==> config.mk <==
export PLATFORM = sky130hd
export DESIGN_NAME = spi_sclk_cs_timer
export DESIGN_NICKNAME = d
export VERILOG_FILES = /design/src/rtl/spi_tim_pkg.sv /design/src/rtl/sclk_half_timer.sv /design/src/rtl/cs_select_drive.sv /design/src/rtl/spi_sclk_cs_timer.sv
export SDC_FILE = /design/constraint.sdc
export NUM_CORES = 1
export LEC_CHECK = 0
export BUFFER_PORTS_ARGS = -buffer_cell sky130_fd_sc_hd__buf_2
export CAP_MARGIN = 20
export CORE_MARGIN = 1
export CORE_UTILIZATION = 45
export CTS_CLUSTER_SIZE = 8
export DETAILED_ROUTE_END_ITERATION = 8
export GPL_TIMING_DRIVEN = 1
export PLACE_DENSITY = 0.68
export RECOVER_POWER = 25
export SYNTH_ARGS = -nofsm -noshare
export SYNTH_HDL_FRONTEND = slang
export SYNTH_SLANG_ARGS = --single-unit
export TNS_END_PERCENT = 10
==> constraint.sdc <==
create_clock -name clk -period 2.5 [get_ports clk]
set_input_delay 0.5 -clock clk [delete_from_list [all_inputs] [get_ports clk]]
set_output_delay 0.5 -clock clk [all_outputs]
set_load 0.01 [all_outputs]
==> src/rtl/spi_tim_pkg.sv <==
package spi_tim_pkg;

    // Configuration word bit positions (software decodes these)
    localparam int CFG_EN_BIT   = 0;
    localparam int CFG_CPOL_BIT = 1;
    localparam int CFG_CPHA_BIT = 2;
    localparam int CFG_DEC_BIT  = 9;
    localparam int CFG_SEL_LSB  = 10;
    localparam int CFG_DIV_LSB  = 19;

    typedef enum logic [2:0] {
        ST_IDLE,
        ST_SWAP,
        ST_LEAD,
        ST_RUN,
        ST_TAIL,
        ST_REST
    } tim_state_e;

endpackage

==> src/rtl/sclk_half_timer.sv <==
module sclk_half_timer #(
    parameter int DIV_W = 4
) (
    input  logic             clk,
    input  logic             rst_n,
    input  logic             run,
    input  logic [DIV_W-1:0] div,
    output logic             tick
);
    logic [DIV_W-1:0] hc_d, hc_q;

    always_comb begin
        hc_d = hc_q;
        if (!run) begin
            hc_d = div;
        end else if (hc_q == '0) begin
            hc_d = div;
        end else begin
            hc_d = hc_q - 1'b1;
        end
    end

    always_ff @(posedge clk or negedge rst_n) begin
        if (!rst_n) hc_q <= '0;
        else        hc_q <= hc_d;
    end

    assign tick = run && (hc_q == '0);

    // Half periods longer than one cycle never produce back-to-back ticks
    p_tick_spacing_r2: assert property (@(posedge clk) disable iff (!rst_n)
        (tick && div != '0 && run) |=> !tick);

endmodule

==> src/rtl/cs_select_drive.sv <==
module cs_select_drive #(
    parameter int SEL_W = 4
) (
    input  logic             active,
    input  logic             dec_mode,
    input  logic [SEL_W-1:0] sel,
    output logic [SEL_W-1:0] cs_n
);
    logic [SEL_W-1:0] pick;

    always_comb begin
        pick = '0;
        for (int i = SEL_W - 1; i >= 0; i--) begin
            if (!sel[i]) begin
                pick    = '0;
                pick[i] = 1'b1;
            end
        end
        if (!active)       cs_n = '1;
        else if (dec_mode) cs_n = sel;
        else               cs_n = ~pick;
    end

endmodule

==> src/rtl/spi_sclk_cs_timer.sv <==
module spi_sclk_cs_timer
    import spi_tim_pkg::*;
#(
    parameter int SEL_W  = 4,
    parameter int DIV_W  = 4,
    parameter int GAP_W  = 8,
    parameter int BITS_W = 8
) (
    input  logic                 clk,
    input  logic                 rst_n,
    input  logic [31:0]          cfg_word,
    input  logic [4*GAP_W-1:0]   dly_word,
    input  logic                 xfer_start,
    input  logic [BITS_W-1:0]    xfer_bits,
    output logic                 sclk,
    output logic [SEL_W-1:0]     cs_n,
    output logic                 edge_launch,
    output logic                 edge_sample,
    output logic                 xfer_done,
    output logic                 idle
);
    localparam int EDGE_W   = BITS_W + 1;
    localparam int DLY_W    = 4 * GAP_W;
    localparam int LEAD_LSB = 0;
    localparam int TAIL_LSB = GAP_W;
    localparam int SWAP_LSB = 2 * GAP_W;
    localparam int REST_LSB = 3 * GAP_W;

    typedef struct packed {
        tim_state_e        state;
        logic [GAP_W-1:0]  cnt;
        logic [EDGE_W-1:0] edges;
        logic [BITS_W-1:0] bits;
        logic [DIV_W-1:0]  div;
        logic [SEL_W-1:0]  sel;
        logic              dec;
        logic              cpha;
        logic [DLY_W-1:0]  gaps;
        logic [SEL_W-1:0]  last_sel;
        logic              last_ok;
        logic              sclk;
        logic              cs_act;
        logic              launch;
        logic              sample;
        logic              done;
    } regs_t;

    regs_t d, q;

    logic              en, cfg_cpol, cfg_cpha, cfg_dec;
    logic [SEL_W-1:0]  cfg_sel;
    logic [DIV_W-1:0]  cfg_div;
    logic [GAP_W-1:0]  new_lead, new_swap, q_lead, q_tail, q_rest;
    logic [EDGE_W-1:0] total_edges, edge_nx;
    logic              tick;
    logic              unused_cfg_bits;

    assign en        = cfg_word[CFG_EN_BIT];
    assign cfg_cpol  = cfg_word[CFG_CPOL_BIT];
    assign cfg_cpha  = cfg_word[CFG_CPHA_BIT];
    assign cfg_dec   = cfg_word[CFG_DEC_BIT];
    assign cfg_sel   = cfg_word[CFG_SEL_LSB +: SEL_W];
    assign cfg_div   = cfg_word[CFG_DIV_LSB +: DIV_W];
    assign unused_cfg_bits = ^{cfg_word[31:23], cfg_word[18:14], cfg_word[8:3]};

    assign new_lead  = dly_word[LEAD_LSB +: GAP_W];
    assign new_swap  = dly_word[SWAP_LSB +: GAP_W];
    assign q_lead    = q.gaps[LEAD_LSB +: GAP_W];
    assign q_tail    = q.gaps[TAIL_LSB +: GAP_W];
    assign q_rest    = q.gaps[REST_LSB +: GAP_W];
    assign total_edges = {q.bits, 1'b0};
    assign edge_nx     = q.edges + 1'b1;

    sclk_half_timer #(.DIV_W(DIV_W)) u_half (
        .clk   (clk),
        .rst_n (rst_n),
        .run   (q.state == ST_RUN),
        .div   (q.div),
        .tick  (tick)
    );

    always_comb begin
        d        = q;
        d.launch = 1'b0;
        d.sample = 1'b0;
        d.done   = 1'b0;
        case (q.state)
            ST_IDLE: begin
                d.sclk   = cfg_cpol;
                d.cs_act = 1'b0;
                if (en && xfer_start) begin
                    d.sel      = cfg_sel;
                    d.dec      = cfg_dec;
                    d.div      = cfg_div;
                    d.cpha     = cfg_cpha;
                    d.gaps     = dly_word;
                    d.bits     = xfer_bits;
                    d.edges    = '0;
                    d.last_sel = cfg_sel;
                    d.last_ok  = 1'b1;
                    if (q.last_ok && cfg_sel != q.last_sel && new_swap != '0) begin
                        d.state = ST_SWAP;
                        d.cnt   = new_swap - 1'b1;
                    end else begin
                        d.state  = ST_LEAD;
                        d.cnt    = new_lead;
                        d.cs_act = 1'b1;
                        d.launch = !cfg_cpha && (xfer_bits != '0);
                    end
                end
            end
            ST_SWAP: begin
                if (q.cnt == '0) begin
                    d.state  = ST_LEAD;
                    d.cnt    = q_lead;
                    d.cs_act = 1'b1;
                    d.launch = !q.cpha && (q.bits != '0);
                end else begin
                    d.cnt = q.cnt - 1'b1;
                end
            end
            ST_LEAD: begin
                if (q.cnt != '0) begin
                    d.cnt = q.cnt - 1'b1;
                end else if (q.bits == '0) begin
                    d.state = ST_TAIL;
                    d.cnt   = q_tail;
                end else begin
                    d.state  = ST_RUN;
                    d.sclk   = ~q.sclk;
                    d.edges  = EDGE_W'(1);
                    d.sample = !q.cpha;
                    d.launch = q.cpha;
                end
            end
            ST_RUN: begin
                if (tick) begin
                    d.sclk   = ~q.sclk;
                    d.edges  = edge_nx;
                    d.sample = edge_nx[0] ^ q.cpha;
                    d.launch = q.cpha ? edge_nx[0]
                                      : (!edge_nx[0] && edge_nx != total_edges);
                    if (edge_nx == total_edges) begin
                        d.state = ST_TAIL;
                        d.cnt   = q_tail;
                    end
                end
            end
            ST_TAIL: begin
                if (q.cnt == '0) begin
                    d.state  = ST_REST;
                    d.cnt    = q_rest;
                    d.cs_act = 1'b0;
                    d.done   = 1'b1;
                end else begin
                    d.cnt = q.cnt - 1'b1;
                end
            end
            ST_REST: begin
                if (q.cnt == '0) d.state = ST_IDLE;
                else             d.cnt   = q.cnt - 1'b1;
            end
            default: d.state = ST_IDLE;
        endcase
        if (!en) begin
            d.state  = ST_IDLE;
            d.cs_act = 1'b0;
            d.sclk   = cfg_cpol;
            d.launch = 1'b0;
            d.sample = 1'b0;
            d.done   = 1'b0;
        end
    end

    always_ff @(posedge clk or negedge rst_n) begin
        if (!rst_n) begin
            q       <= '0;
            q.state <= ST_IDLE;
        end else begin
            q <= d;
        end
    end

    cs_select_drive #(.SEL_W(SEL_W)) u_cs (
        .active   (q.cs_act),
        .dec_mode (q.dec),
        .sel      (q.sel),
        .cs_n     (cs_n)
    );

    assign sclk        = q.sclk;
    assign edge_launch = q.launch;
    assign edge_sample = q.sample;
    assign xfer_done   = q.done;
    assign idle        = (q.state == ST_IDLE);

    // Direct mode never selects two devices at once
    p_one_device_r7: assert property (@(posedge clk) disable iff (!rst_n)
        !q.dec |-> $countones(~cs_n) <= 1);

    // Done only appears with the select released and the deselect gap pending
    p_done_released_r9: assert property (@(posedge clk) disable iff (!rst_n)
        xfer_done |-> (cs_n == '1 && !idle));

    // One strobe kind per edge
    p_strobe_excl_r8: assert property (@(posedge clk) disable iff (!rst_n)
        !(edge_launch && edge_sample));

    // No shifter activity while idle
    p_quiet_idle_r5: assert property (@(posedge clk) disable iff (!rst_n)
        idle |-> (!edge_launch && !edge_sample && !xfer_done));

    // Disabling forces the lines high and the block idle on the next cycle
    p_disable_r10: assert property (@(posedge clk) disable iff (!rst_n)
        !cfg_word[CFG_EN_BIT] |=> (cs_n == '1 && idle));

endmodule

==> results of run 1 <==
## per-layer routing
layer | global-route usage | vias up
met5 | 0 | -
met1 | 0.314 | 1955
met3 | 0.0460 | 21
li1 | - | 1932
met2 | 0.411 | 137
met4 | 0.0736 | 0
## layout by cell type, fill, tap and decap left out, drive strengths merged, types with 3 or more instances in the layout
cell type,instances
a211oi,3
a21o,3
a21oi,19
a221oi,3
a22o,3
a22oi,7
buf,98
clkbuf,12
clkinvlp,3
dfrtp,72
ha,6
inv,9
mux2,18
mux2i,11
nand2,122
nand2b,5
nand3,16
nand3b,3
nand4,4
nor2,31
nor2b,7
nor3,15
nor3b,4
nor4,6
o21ai,38
o41ai,3
or2,3
or3,4
or4,4
xnor2,18
xor2,12
## final timing paths
check                           slack [ps]    startpoint  endpoint
worst max register to register          50         q[72]     q[76]
min in group asynchronous              710         rst_n     q[64]
worst min-delay path                   330  dly_word[25]     q[35]
worst max-delay path                    50         q[72]     q[76]
max in group asynchronous              730         rst_n      q[8]
worst min register to register         480         q[51]     q[51]
## cells by family (layout without fill, tap and decap cells)
kind of cell    after synthesis  in the layout
simple gates                231            231
compound gates              102            102
flops                        72             72
buf+inv                      36            124
xor+xnor                     30             30
mux                          29             29
fa+ha+maj                     7              7
## state kept, by name, indices dropped and copies added (netlist names)
register     count
q               64
edge_launch      1
u_half.hc_q      4
xfer_done        1
edge_sample      1
sclk             1
## report_power, final
| group | total [mW] | switching [mW] | internal (mW) | leakage, nW |
|---|---|---|---|---|
| clock network | 0.841 | 0.457 | 0.384 | 0.0776 |
| logic | 2.82 | 1.53 | 1.29 | 1.43 |
| registers | 2.01 | 0.406 | 1.61 | 0.911 |
| total | 5.67 | 2.40 | 3.28 | 2.42 |
## area by class of cell
| class | instances | area, um^2 | share of cell area |
|---|---|---|---|
| flip-flops and latches | 72 | 1800 | 0.347 |
| clock buffers | 11 | 141 | 0.0272 |
| inverters | 10 | 37.5 | 0.00722 |
| well taps | 129 | 161 | 0.0311 |
| repair buffers | 99 | 587 | 0.113 |
| clock inverters | 4 | 31.3 | 0.00602 |
| multi-input cells | 399 | 2440 | 0.469 |
## worst max-delay path: stages (launching register included)
cell      delay [ps]
dfrtp_1          380
or4_4            540
buf_6            160
or2_0            200
or4_1            500
a21o_1           180
a221oi_2         260
mux2_1           160
## per-stage QoR
step                      utilization  setup TNS (ps)  hold slack [ps]  instances
final                           0.560               0              333        724
after global placement          0.539               0              453        709
after detailed placement        0.539           -6.79              457        709
after global routing            0.560           -45.2              334        724
after CTS                       0.558               0              177        724
after floorplan                     -               0              204        507
## timing repair
item | in CTS | in global routing
cloned | 0 | 0
pin swaps | 0 | 3
endpoints found under the setup margin | 3 | 15
gates resized for setup | 1 | 7
==> out/metrics.csv, run 1 <==
stage,metric,value,unit
worst_setup_path,CP Class,reg -> reg,
clock_network,CTS buffer count,9,
detailed_routing,Avg Vias per Cell,5.59,
logic_synthesis,asr flop ratio synth,1.00,
floorplan,height of the die,100,um
status,run status,"finished, violations left",
placed_design,RePlAce Congestion,0.888,
logic_synthesis,xor/xnor cell area share of the yosys netlist,0.0604,
timing,Tmin final,2450,ps
timing,RSZ-0062 raised after global routing,true,
global_route,GRT Total Usage,0.243,
job,maxcap violations,1,
timing,Final period util,0.982,
global_route,total gr overflow,0,
detailed_routing,DRT met1 WL,5.06,mm
detailed_routing,Total Wirelength,11.4,mm
clock_network,CTS tree,yes,
finish,post-layout instance area,5200,um^2
placed_design,DPL Wire Length,8.33,mm
logic_synthesis,sequential area share after synthesis,0.414,
clock_network,Longest Clk Path Bufs,2,
detailed_routing,DR WL/cell,15.7,um
logic_synthesis,fraction of the mapped netlist area in simple logic gates,0.242,
detailed_routing,detailed-route via count,4045,
floorplan,DIE WIDTH,100,um
power,static leakage,2.42,nW
timing,setup ws final,45.1,ps
logic_synthesis,Yosys cell types,62,
logic_synthesis,cell with the most instances after synthesis,nand2_1,
logic_synthesis,synth top area cells,"dfrtp_1 41%, nand2_1 11%, mux2_2 4.4%",
worst_setup_path,Setup crit end kind,flop,
logic_synthesis,Adder-Cell Fraction of Synth Area,0.0196,
placed_design,input/output buffers,63,
logic_synthesis,cell count after synthesis,507,
clock_network,Post-CTS Setup Inserts,0,
timing,Fin. Hold Viols,0,
logic_synthesis,Synth Area per Inst,8.58,um^2
clock_network,CTS Root Buffer Type,clkbuf_8,
detailed_routing,1st-iter DRT viols,205,
finish,Final #Nets,672,
timing,Fmax,0.407,GHz
detailed_routing,drt pass-1 iters,5,
detailed_routing,DRC viols,0,
finish,share of post-route cells with drive strength above 1,0.247,
finish,Fill cells,885,
worst_setup_path,startpoint types,flop,
logic_synthesis,Mapped Area,4350,um^2
logic_synthesis,mux contribution to synthesized area,0.0719,
logic_synthesis,Syn. warnings,0,
placed_design,DP Worst Slack,-6.79,ps
floorplan,core box area,9280,um^2
worst_setup_path,crit-path max FO,9,
logic_synthesis,largest family of logic cells by synthesized area,simple AND/OR/NAND/NOR gates,
timing,Worst Tran Pin Value,1790,ps
power,Cell Pwr Density,1090,nW/um^2
floorplan,initial core utilization,0.468,
detailed_routing,DR top layer,met4,
detailed_routing,met2 WL,5.53,mm
global_route,first-pass GRT wire length,19.1,mm
clock_network,clk_lat worst skew,350,ps
worst_hold_path,hold path depth,3,
logic_synthesis,Yosys top cell area share,0.414,
global_route,vias in the first global route,3973,
worst_setup_path,Worst Path Required,2790,ps
logic_synthesis,dominant synthesized flop cell,dfrtp_1,
logic_synthesis,most frequent cells after synthesis,"122 x nand2_1, 72 x dfrtp_1, 35 x o21ai_0",
logic_synthesis,post-synthesis compound-gate area fraction,0.159,
finish,area grow syn2layout,19.5,%
timing,Worst Skew,9.29,ps
global_route,initial antenna violation count,0,
timing,Rel. slew slack,-0.193,
worst_hold_path,Hold WC Path Type,in -> reg,
logic_synthesis,Syn Nets,588,
power,total design power,5.67,mW
detailed_routing,post-route ant nets,0,
clock_network,Post-CTS Hold Buffers,0,
worst_setup_path,Critical Path AT,2740,ps
timing,"Setup violations, final",0,
global_route,largest net degree at the start of global routing,73,
placed_design,Placed Area,5010,um^2
status,failing checks,"max-capacitance violations, max-slew violations",
floorplan,die area,10100,um^2
detailed_routing,met3 WL,551,um
logic_synthesis,"flops & latches, synth",72,
logic_synthesis,Synth area leader,dfrtp_1,
worst_setup_path,R2R depth,7,
logic_synthesis,"EDFF count, synth",0,
power,VDD IR max,0.423,mV
clock_network,total clock sinks,72,
timing,Slew Limit Fails,73,
clock_network,"Reg clk slew, reported paths",80,ps
finish,diodes inserted,0,
clock_network,H-tree levels,3,
floorplan,Ports,84,
floorplan,Rows,35,
Power figures use the tool's default switching activity.
==> run 2: changes to the inputs <==
HOLD_SLACK_MARGIN = 0.03   (was unset)
clock period = 2.1 ns   (was 2.5 ns; I/O delays follow)
==> run 2 against run 1 <==
Effect of this change: the flow finishes with violations (max-capacitance violations, max-slew violations, negative setup slack); core utilization is 4.9 points higher; via count up 3.0%; global-route usage increased by 0.38 points; sequential cell count unchanged; worst setup slack worse by 310 ps; routed wire length rose by 2.5%; power rose by 32%; largest cell class unchanged.
==> out/metrics.csv, run 2 (same netlist as run 1, synthesis figures left out) <==
stage,metric,value,unit,change
status,run status,"finished, violations left",,unchanged
status,failing checks,"max-capacitance violations, max-slew violations, negative setup slack",,"was max-capacitance violations, max-slew violations"
clock_network,"Reg clk slew, reported paths",80,ps,about the same
worst_hold_path,Hold WC Path Type,in -> reg,,unchanged
finish,Largest register FFs,64,,unchanged
worst_setup_path,Max stage delay on crit path,560,ps,was 540 ps
placed_design,input/output buffers,63,,unchanged
timing,RSZ-0062 raised after global routing,true,,unchanged
global_route,largest net degree at the start of global routing,73,,unchanged
floorplan,initial core utilization,0.468,,unchanged
finish,fin util,0.609,,was 0.560
power,VDD IR max,0.586,mV,was 0.423 mV
finish,Final #Nets,714,,was 672
placed_design,placed insts,749,,was 709
worst_setup_path,crit-path max FO,5,,was 9
timing,Rel. slew slack,-0.179,,was -0.193
worst_setup_path,Critical Path AT,2670,ps,was 2740 ps
timing,Worst Tran Pin Value,1770,ps,was 1790 ps
detailed_routing,Total Wirelength,11.6,mm,was 11.4 mm
clock_network,clk_lat worst skew,350,ps,about the same
timing,worst hold margin,248,ps,was 333 ps
worst_setup_path,RR Startpoint,q[72],,unchanged
timing,Slew Limit Fails,73,,unchanged
timing,"Setup violations, final",22,,was 0
floorplan,Rows,35,,unchanged
global_route,initial antenna violation count,0,,unchanged
worst_setup_path,"Buf+Inv Stages, Crit Path",1,,unchanged
timing,Tmin final,2370,ps,was 2450 ps
worst_setup_path,Setup crit end kind,flop,,unchanged
worst_setup_path,reg-to-reg setup timing slack,-270,ps,was 50 ps
finish,Biggest register,q,,unchanged
global_route,total gr overflow,0,,unchanged
power,static leakage,2.68,nW,was 2.42 nW
detailed_routing,drt pass-1 iters,4,,was 5
placed_design,RePlAce Congestion,0.915,,was 0.888
floorplan,height of the die,100,um,unchanged
timing,Worst Skew,10.4,ps,was 9.29 ps
floorplan,DIE WIDTH,100,um,unchanged
worst_setup_path,CP Class,reg -> reg,,unchanged
placed_design,DPL Wire Length,8.55,mm,was 8.33 mm
timing,Fin. Hold Viols,0,,unchanged
clock_network,total clock sinks,72,,unchanged
floorplan,Ports,84,,unchanged
worst_hold_path,hold_sp,dly_word[13],,was dly_word[25]
finish,most frequent cells in the layout,"122 x nand2_1, 74 x buf_4, 72 x dfrtp_1, 64 x buf_2, 30 x nor2_1",,"was 122 x nand2_1, 72 x dfrtp_1, 63 x buf_2, 34 x buf_4, 33 x o21ai_0"
worst_setup_path,startpoint types,flop,,unchanged
finish,diodes inserted,0,,unchanged
detailed_routing,DRC viols,0,,unchanged
power,total design power,7.46,mW,was 5.67 mW
detailed_routing,1st-iter DRT viols,248,,was 205
clock_network,H-tree levels,3,,unchanged
timing,Fmax,0.423,GHz,was 0.407 GHz
worst_hold_path,hold endpoint,q[23],,was q[35]
global_route,first-pass GRT wire length,19.4,mm,was 19.1 mm
floorplan,die area,10100,um^2,unchanged
worst_setup_path,R2R depth,7,,unchanged
clock_network,Post-CTS Hold Buffers,0,,unchanged
timing,Final period util,1.13,,was 0.982
finish,top flop regs,"q: 64 flops, u_half.hc_q: 4 flops",,unchanged
detailed_routing,Avg Vias per Cell,5.43,,was 5.59
clock_network,CTS Root Buffer Type,clkbuf_8,,unchanged
worst_setup_path,Worst Path Required,2400,ps,was 2790 ps
floorplan,core box area,9280,um^2,unchanged
clock_network,CTS buffer count,9,,unchanged
worst_setup_path,slowest CP cell,or4_4,,unchanged
worst_hold_path,hold path depth,3,,unchanged
power,Cell Pwr Density,1320,nW/um^2,was 1090 nW/um^2
worst_setup_path,CP top delay family,simple AND/OR/NAND/NOR gates,,unchanged
finish,"commonest non-fill, non-tap cell in the layout",nand2_1,,unchanged
global_route,vias in the first global route,4154,,was 3973
global_route,GRT Total Usage,0.246,,was 0.243
worst_setup_path,r2r endpoint,q[76],,unchanged
finish,area grow syn2layout,30.0,%,was 19.5%
detailed_routing,detailed-route via count,4167,,was 4045
worst_setup_path,crit-path cells,or4_4 > buf_6 > or2_1 > or4_1 > a21o_1 > a221oi_2 > mux2_4,,was or4_4 > buf_6 > or2_0 > or4_1 > a21o_1 > a221oi_2 > mux2_1
detailed_routing,post-route ant nets,0,,unchanged
timing,Setup TNS,-3420,ps,was 0 ps
finish,Final Non-Filler Cells,767,,was 724
clock_network,Longest Clk Path Bufs,2,,unchanged
detailed_routing,DR WL/cell,15.2,um,was 15.7 um
finish,share of post-route cells with drive strength above 1,0.317,,was 0.247
job,maxcap violations,1,,unchanged
clock_network,CTS tree,yes,,unchanged
timing,setup ws final,-266,ps,was 45.1 ps
[run 2: cell count changes in the layout (fill, tap and decap cells not counted), sizes merged]
| cell | previous run | this run |
|---|---|---|
| inv | 9 | 10 |
| clkinvlp | 3 | 2 |
| clkinv | 2 | 3 |
| buf | 98 | 140 |
| clkbuf | 12 | 11 |
| bufinv | 0 | 1 |
[run 2: cell type report]
type                       instances  area, um^2
clock inverter                     6        67.6
inverter                          10        37.5
timing repair buffer             141         912
fill                             827        3630
tap                              129         161
clock buffer                      10         138
multi-input combinational        399        2530
sequential                        72        1800
[run 2: worst max-delay path by stage]
stage / from / to / slack, ps / cells after the start
global placement: q[74] / q[76] / -270 / 6
floorplan: q[71] / q[76] / -210 / 7
global route: q[72] / q[76] / -330 / 7
detailed placement: q[60] / q[75] / -320 / 7
CTS: q[72] / q[76] / -250 / 7
finish: q[72] / q[76] / -270 / 7
[run 2: power by group]
group          total, mW  switching, mW  internal [mW]
logic               3.94           2.02           1.93
clock network       1.15          0.567          0.585
registers           2.36          0.451           1.91
[run 2: repair_timing]
item	in CTS	in global routing
endpoints found under the setup margin	22	23
pin swaps	14	9
gates cloned	1	0
gates resized for setup	26	11
buffers inserted	1	0
[run 2: worst register-to-register path: cells and delay by family, from the launching register on]
kind,cells,cell delay (ps)
AOI/OAI and AO/OA,2,420
DFF,1,390
buffers and inverters,1,150
muxes,1,170
and+or+nand+nor,3,1190
[run 2: routing by layer]
metal,share of wire,GRT usage
met3,0.038,0.0460
met1,0.46,0.323
met2,0.48,0.400
met4,0.020,0.104
met5,0,0
[run 2: stage by stage]
stage          setup WS [ps]  cell area (um^2)
6_report                -266              5650
5_1_grt                 -331              5650
4_1_cts                 -249              5630
3_5_place_dp            -318              5350
3_3_place_gp            -271              5350
2_1_floorplan           -214              4390
==> run 3: changes to the inputs <==
TNS_END_PERCENT = unset   (was 10)
==> run 3 against run 2 <==
Effect of this change: the run ends with negative setup slack left; global-route usage is 0.76 points higher; sequential cell count stayed put; sequential share of layout area is 0.69 points lower; count of clock-buffer cells in the layout is 1 higher; largest cell class unchanged; largest power group unchanged.
==> out/metrics.csv, run 3 (same netlist as run 1, synthesis figures left out) <==
stage,metric,value,unit,change
floorplan,initial core utilization,0.468,,unchanged
worst_setup_path,slowest CP cell,or4_4,,unchanged
power,static leakage,2.74,nW,was 2.68 nW
worst_hold_path,hold path depth,3,,unchanged
clock_network,CTS tree,yes,,unchanged
detailed_routing,post-route ant nets,0,,unchanged
status,run status,"finished, violations left",,unchanged
worst_setup_path,RR Startpoint,q[74],,was q[72]
worst_setup_path,Max stage delay on crit path,560,ps,about the same
worst_setup_path,crit-path cells,or4_4 > buf_6 > or2_0 > or4_1 > a21o_1 > a221oi_2 > mux2_4,,was or4_4 > buf_6 > or2_1 > or4_1 > a21o_1 > a221oi_2 > mux2_4
timing,Worst Tran Pin Value,1340,ps,was 1770 ps
detailed_routing,drt pass-1 iters,4,,unchanged
finish,Final #Nets,721,,was 714
global_route,GRT Total Usage,0.254,,was 0.246
timing,setup ws final,-280,ps,was -266 ps
power,Int Pwr,4.50,mW,was 4.43 mW
detailed_routing,detailed-route via count,4244,,was 4167
timing,Final period util,1.13,,about the same
timing,Tmin final,2380,ps,was 2370 ps
finish,Largest register FFs,64,,unchanged
global_route,initial antenna violation count,0,,unchanged
clock_network,Longest Clk Path Bufs,2,,unchanged
worst_setup_path,"Buf+Inv Stages, Crit Path",1,,unchanged
clock_network,CTS buffer count,9,,unchanged
worst_setup_path,CP Depth,7,,unchanged
global_route,total gr overflow,0,,unchanged
status,failing checks,negative setup slack,,"was max-capacitance violations, max-slew violations, negative setup slack"
finish,Biggest register,q,,unchanged
placed_design,Placed Area,5380,um^2,was 5350 um^2
placed_design,DPL Wire Length,8.79,mm,was 8.55 mm
power,sw frac,0.414,,was 0.407
detailed_routing,Avg Vias per Cell,5.48,,was 5.43
worst_setup_path,Worst Path Required,2400,ps,about the same
floorplan,Rows,35,,unchanged
power,Seq pwr share,0.310,,was 0.317
finish,share of post-route cells with drive strength above 1,0.343,,was 0.317
detailed_routing,DR WL/cell,15.6,um,was 15.2 um
timing,Fmax,0.420,GHz,was 0.423 GHz
floorplan,height of the die,100,um,unchanged
timing,Slew Limit Fails,0,,was 73
timing,"Setup violations, final",21,,was 22
power,Clk pwr share,0.140,,was 0.154
worst_hold_path,hold_sp,cfg_word[21],,was dly_word[13]
worst_setup_path,Critical Path AT,2680,ps,was 2670 ps
floorplan,core box area,9280,um^2,unchanged
clock_network,total clock sinks,72,,unchanged
clock_network,Post-CTS Hold Buffers,0,,unchanged
worst_hold_path,Hold WC Path Type,in -> reg,,unchanged
detailed_routing,DRC viols,0,,unchanged
timing,Fin. Hold Viols,0,,unchanged
worst_setup_path,startpoint types,flop,,unchanged
floorplan,DIE WIDTH,100,um,unchanged
timing,RSZ-0062 raised after global routing,true,,unchanged
worst_setup_path,crit path launch,q[74],,was q[72]
timing,Worst Skew,20.5,ps,was 10.4 ps
global_route,first-pass GRT wire length,19.9,mm,was 19.4 mm
worst_setup_path,CP top delay family,simple AND/OR/NAND/NOR gates,,unchanged
floorplan,Ports,84,,unchanged
finish,top flop regs,"q: 64 flops, u_half.hc_q: 4 flops",,unchanged
floorplan,die area,10100,um^2,unchanged
worst_setup_path,R2R depth,7,,unchanged
clock_network,clk_lat worst skew,360,ps,was 350 ps
clock_network,CTS Root Buffer Type,clkbuf_8,,unchanged
finish,fin util,0.622,,was 0.609
power,combinational power share,0.551,,was 0.529
finish,"commonest non-fill, non-tap cell in the layout",nand2_1,,unchanged
worst_setup_path,Setup crit end kind,flop,,unchanged
global_route,vias in the first global route,4219,,was 4154
power,Cell Pwr Density,1330,nW/um^2,was 1320 nW/um^2
global_route,largest net degree at the start of global routing,35,,was 73
worst_setup_path,crit-path max FO,5,,unchanged
finish,area grow syn2layout,32.9,%,was 30.0%
power,Sw Pwr,3.17,mW,was 3.03 mW
timing,Rel. slew slack,0.107,,was -0.179
finish,diodes inserted,0,,unchanged
clock_network,H-tree levels,3,,unchanged
finish,most frequent cells in the layout,"122 x nand2_1, 79 x buf_4, 72 x dfrtp_1, 62 x buf_2, 30 x nor2_1",,"was 122 x nand2_1, 74 x buf_4, 72 x dfrtp_1, 64 x buf_2, 30 x nor2_1"
finish,post-layout instance area,5780,um^2,was 5650 um^2
detailed_routing,Total Wirelength,12.0,mm,was 11.6 mm
worst_setup_path,CP Class,reg -> reg,,unchanged
detailed_routing,1st-iter DRT viols,210,,was 248
placed_design,input/output buffers,63,,unchanged
power,VDD IR max,0.602,mV,was 0.586 mV
job,maxcap violations,0,,was 1
clock_network,"Reg clk slew, reported paths",90,ps,was 80 ps
finish,Fill cells,838,,was 827
placed_design,RePlAce Congestion,0.886,,was 0.915
## run 3: tightest hold or removal path, stage by stage
cell and delay (ps):
buf_2 70, nand2_1 40, nand2_1 40
## run 3: through the flow
step	setup TNS [ps]	power, mW	setup WS (ps)	hold WS [ps]	cells
floorplan	-1620	4.72	-214	124	507
global placement	-3280	6.00	-251	452	752
detailed placement	-3600	6.13	-275	455	752
CTS	-2410	7.48	-237	83.3	773
global route	-5010	8.21	-368	240	774
finish	-3300	7.67	-280	248	774
## run 3: final cells by class
type                            count  area, um^2  share of cell area
Timing Repair Buffer              148         977               0.169
Clock inverter                      5        37.5             0.00650
Multi-Input combinational cell    399        2610               0.452
Tap cell                          129         161              0.0279
Sequential cell                    72        1800               0.312
Clock buffer                       11         151              0.0262
Inverter                           10        37.5             0.00650
## run 3: metal layers
| metal | vias to the layer above | GRT usage | part of all wire |
|---|---|---|---|
| li1 | 2039 | - | - |
| met3 | 31 | 0.0369 | 0.049 |
| met1 | 2033 | 0.332 | 0.45 |
| met2 | 141 | 0.408 | 0.47 |
| met4 | 0 | 0.135 | 0.033 |
| met5 | - | 0 | 0 |
## run 3: worst paths after layout
path	slack [ps]	end
worst max-delay path	-280	q[76]
worst min-delay path	250	q[50]
worst max register to register	-280	q[76]
worst min register to register	480	q[17]
max in group asynchronous	500	q[8]
min in group asynchronous	350	sclk
## run 3: power by group through the flow
| stage | Combinational, mW | Clock, mW | Sequential, mW |
|---|---|---|---|
| 4_1_cts | 4.04 | 1.08 | 2.36 |
| 6_report | 4.22 | 1.07 | 2.38 |
| 3_5_place_dp | 3.76 | 0 | 2.37 |
| 5_1_grt | 4.62 | 1.15 | 2.43 |
| 3_3_place_gp | 3.65 | 0 | 2.35 |
| 2_1_floorplan | 2.48 | 0 | 2.24 |
## run 3: repair_timing
| item | 4_1_cts | 5_1_grt |
|---|---|---|
| resized for setup | 37 | 21 |
| gates cloned | 1 | 0 |
| buffers inserted | 5 | 2 |
| endpoints found under the setup margin | 20 | 24 |
| pin swaps | 16 | 12 |
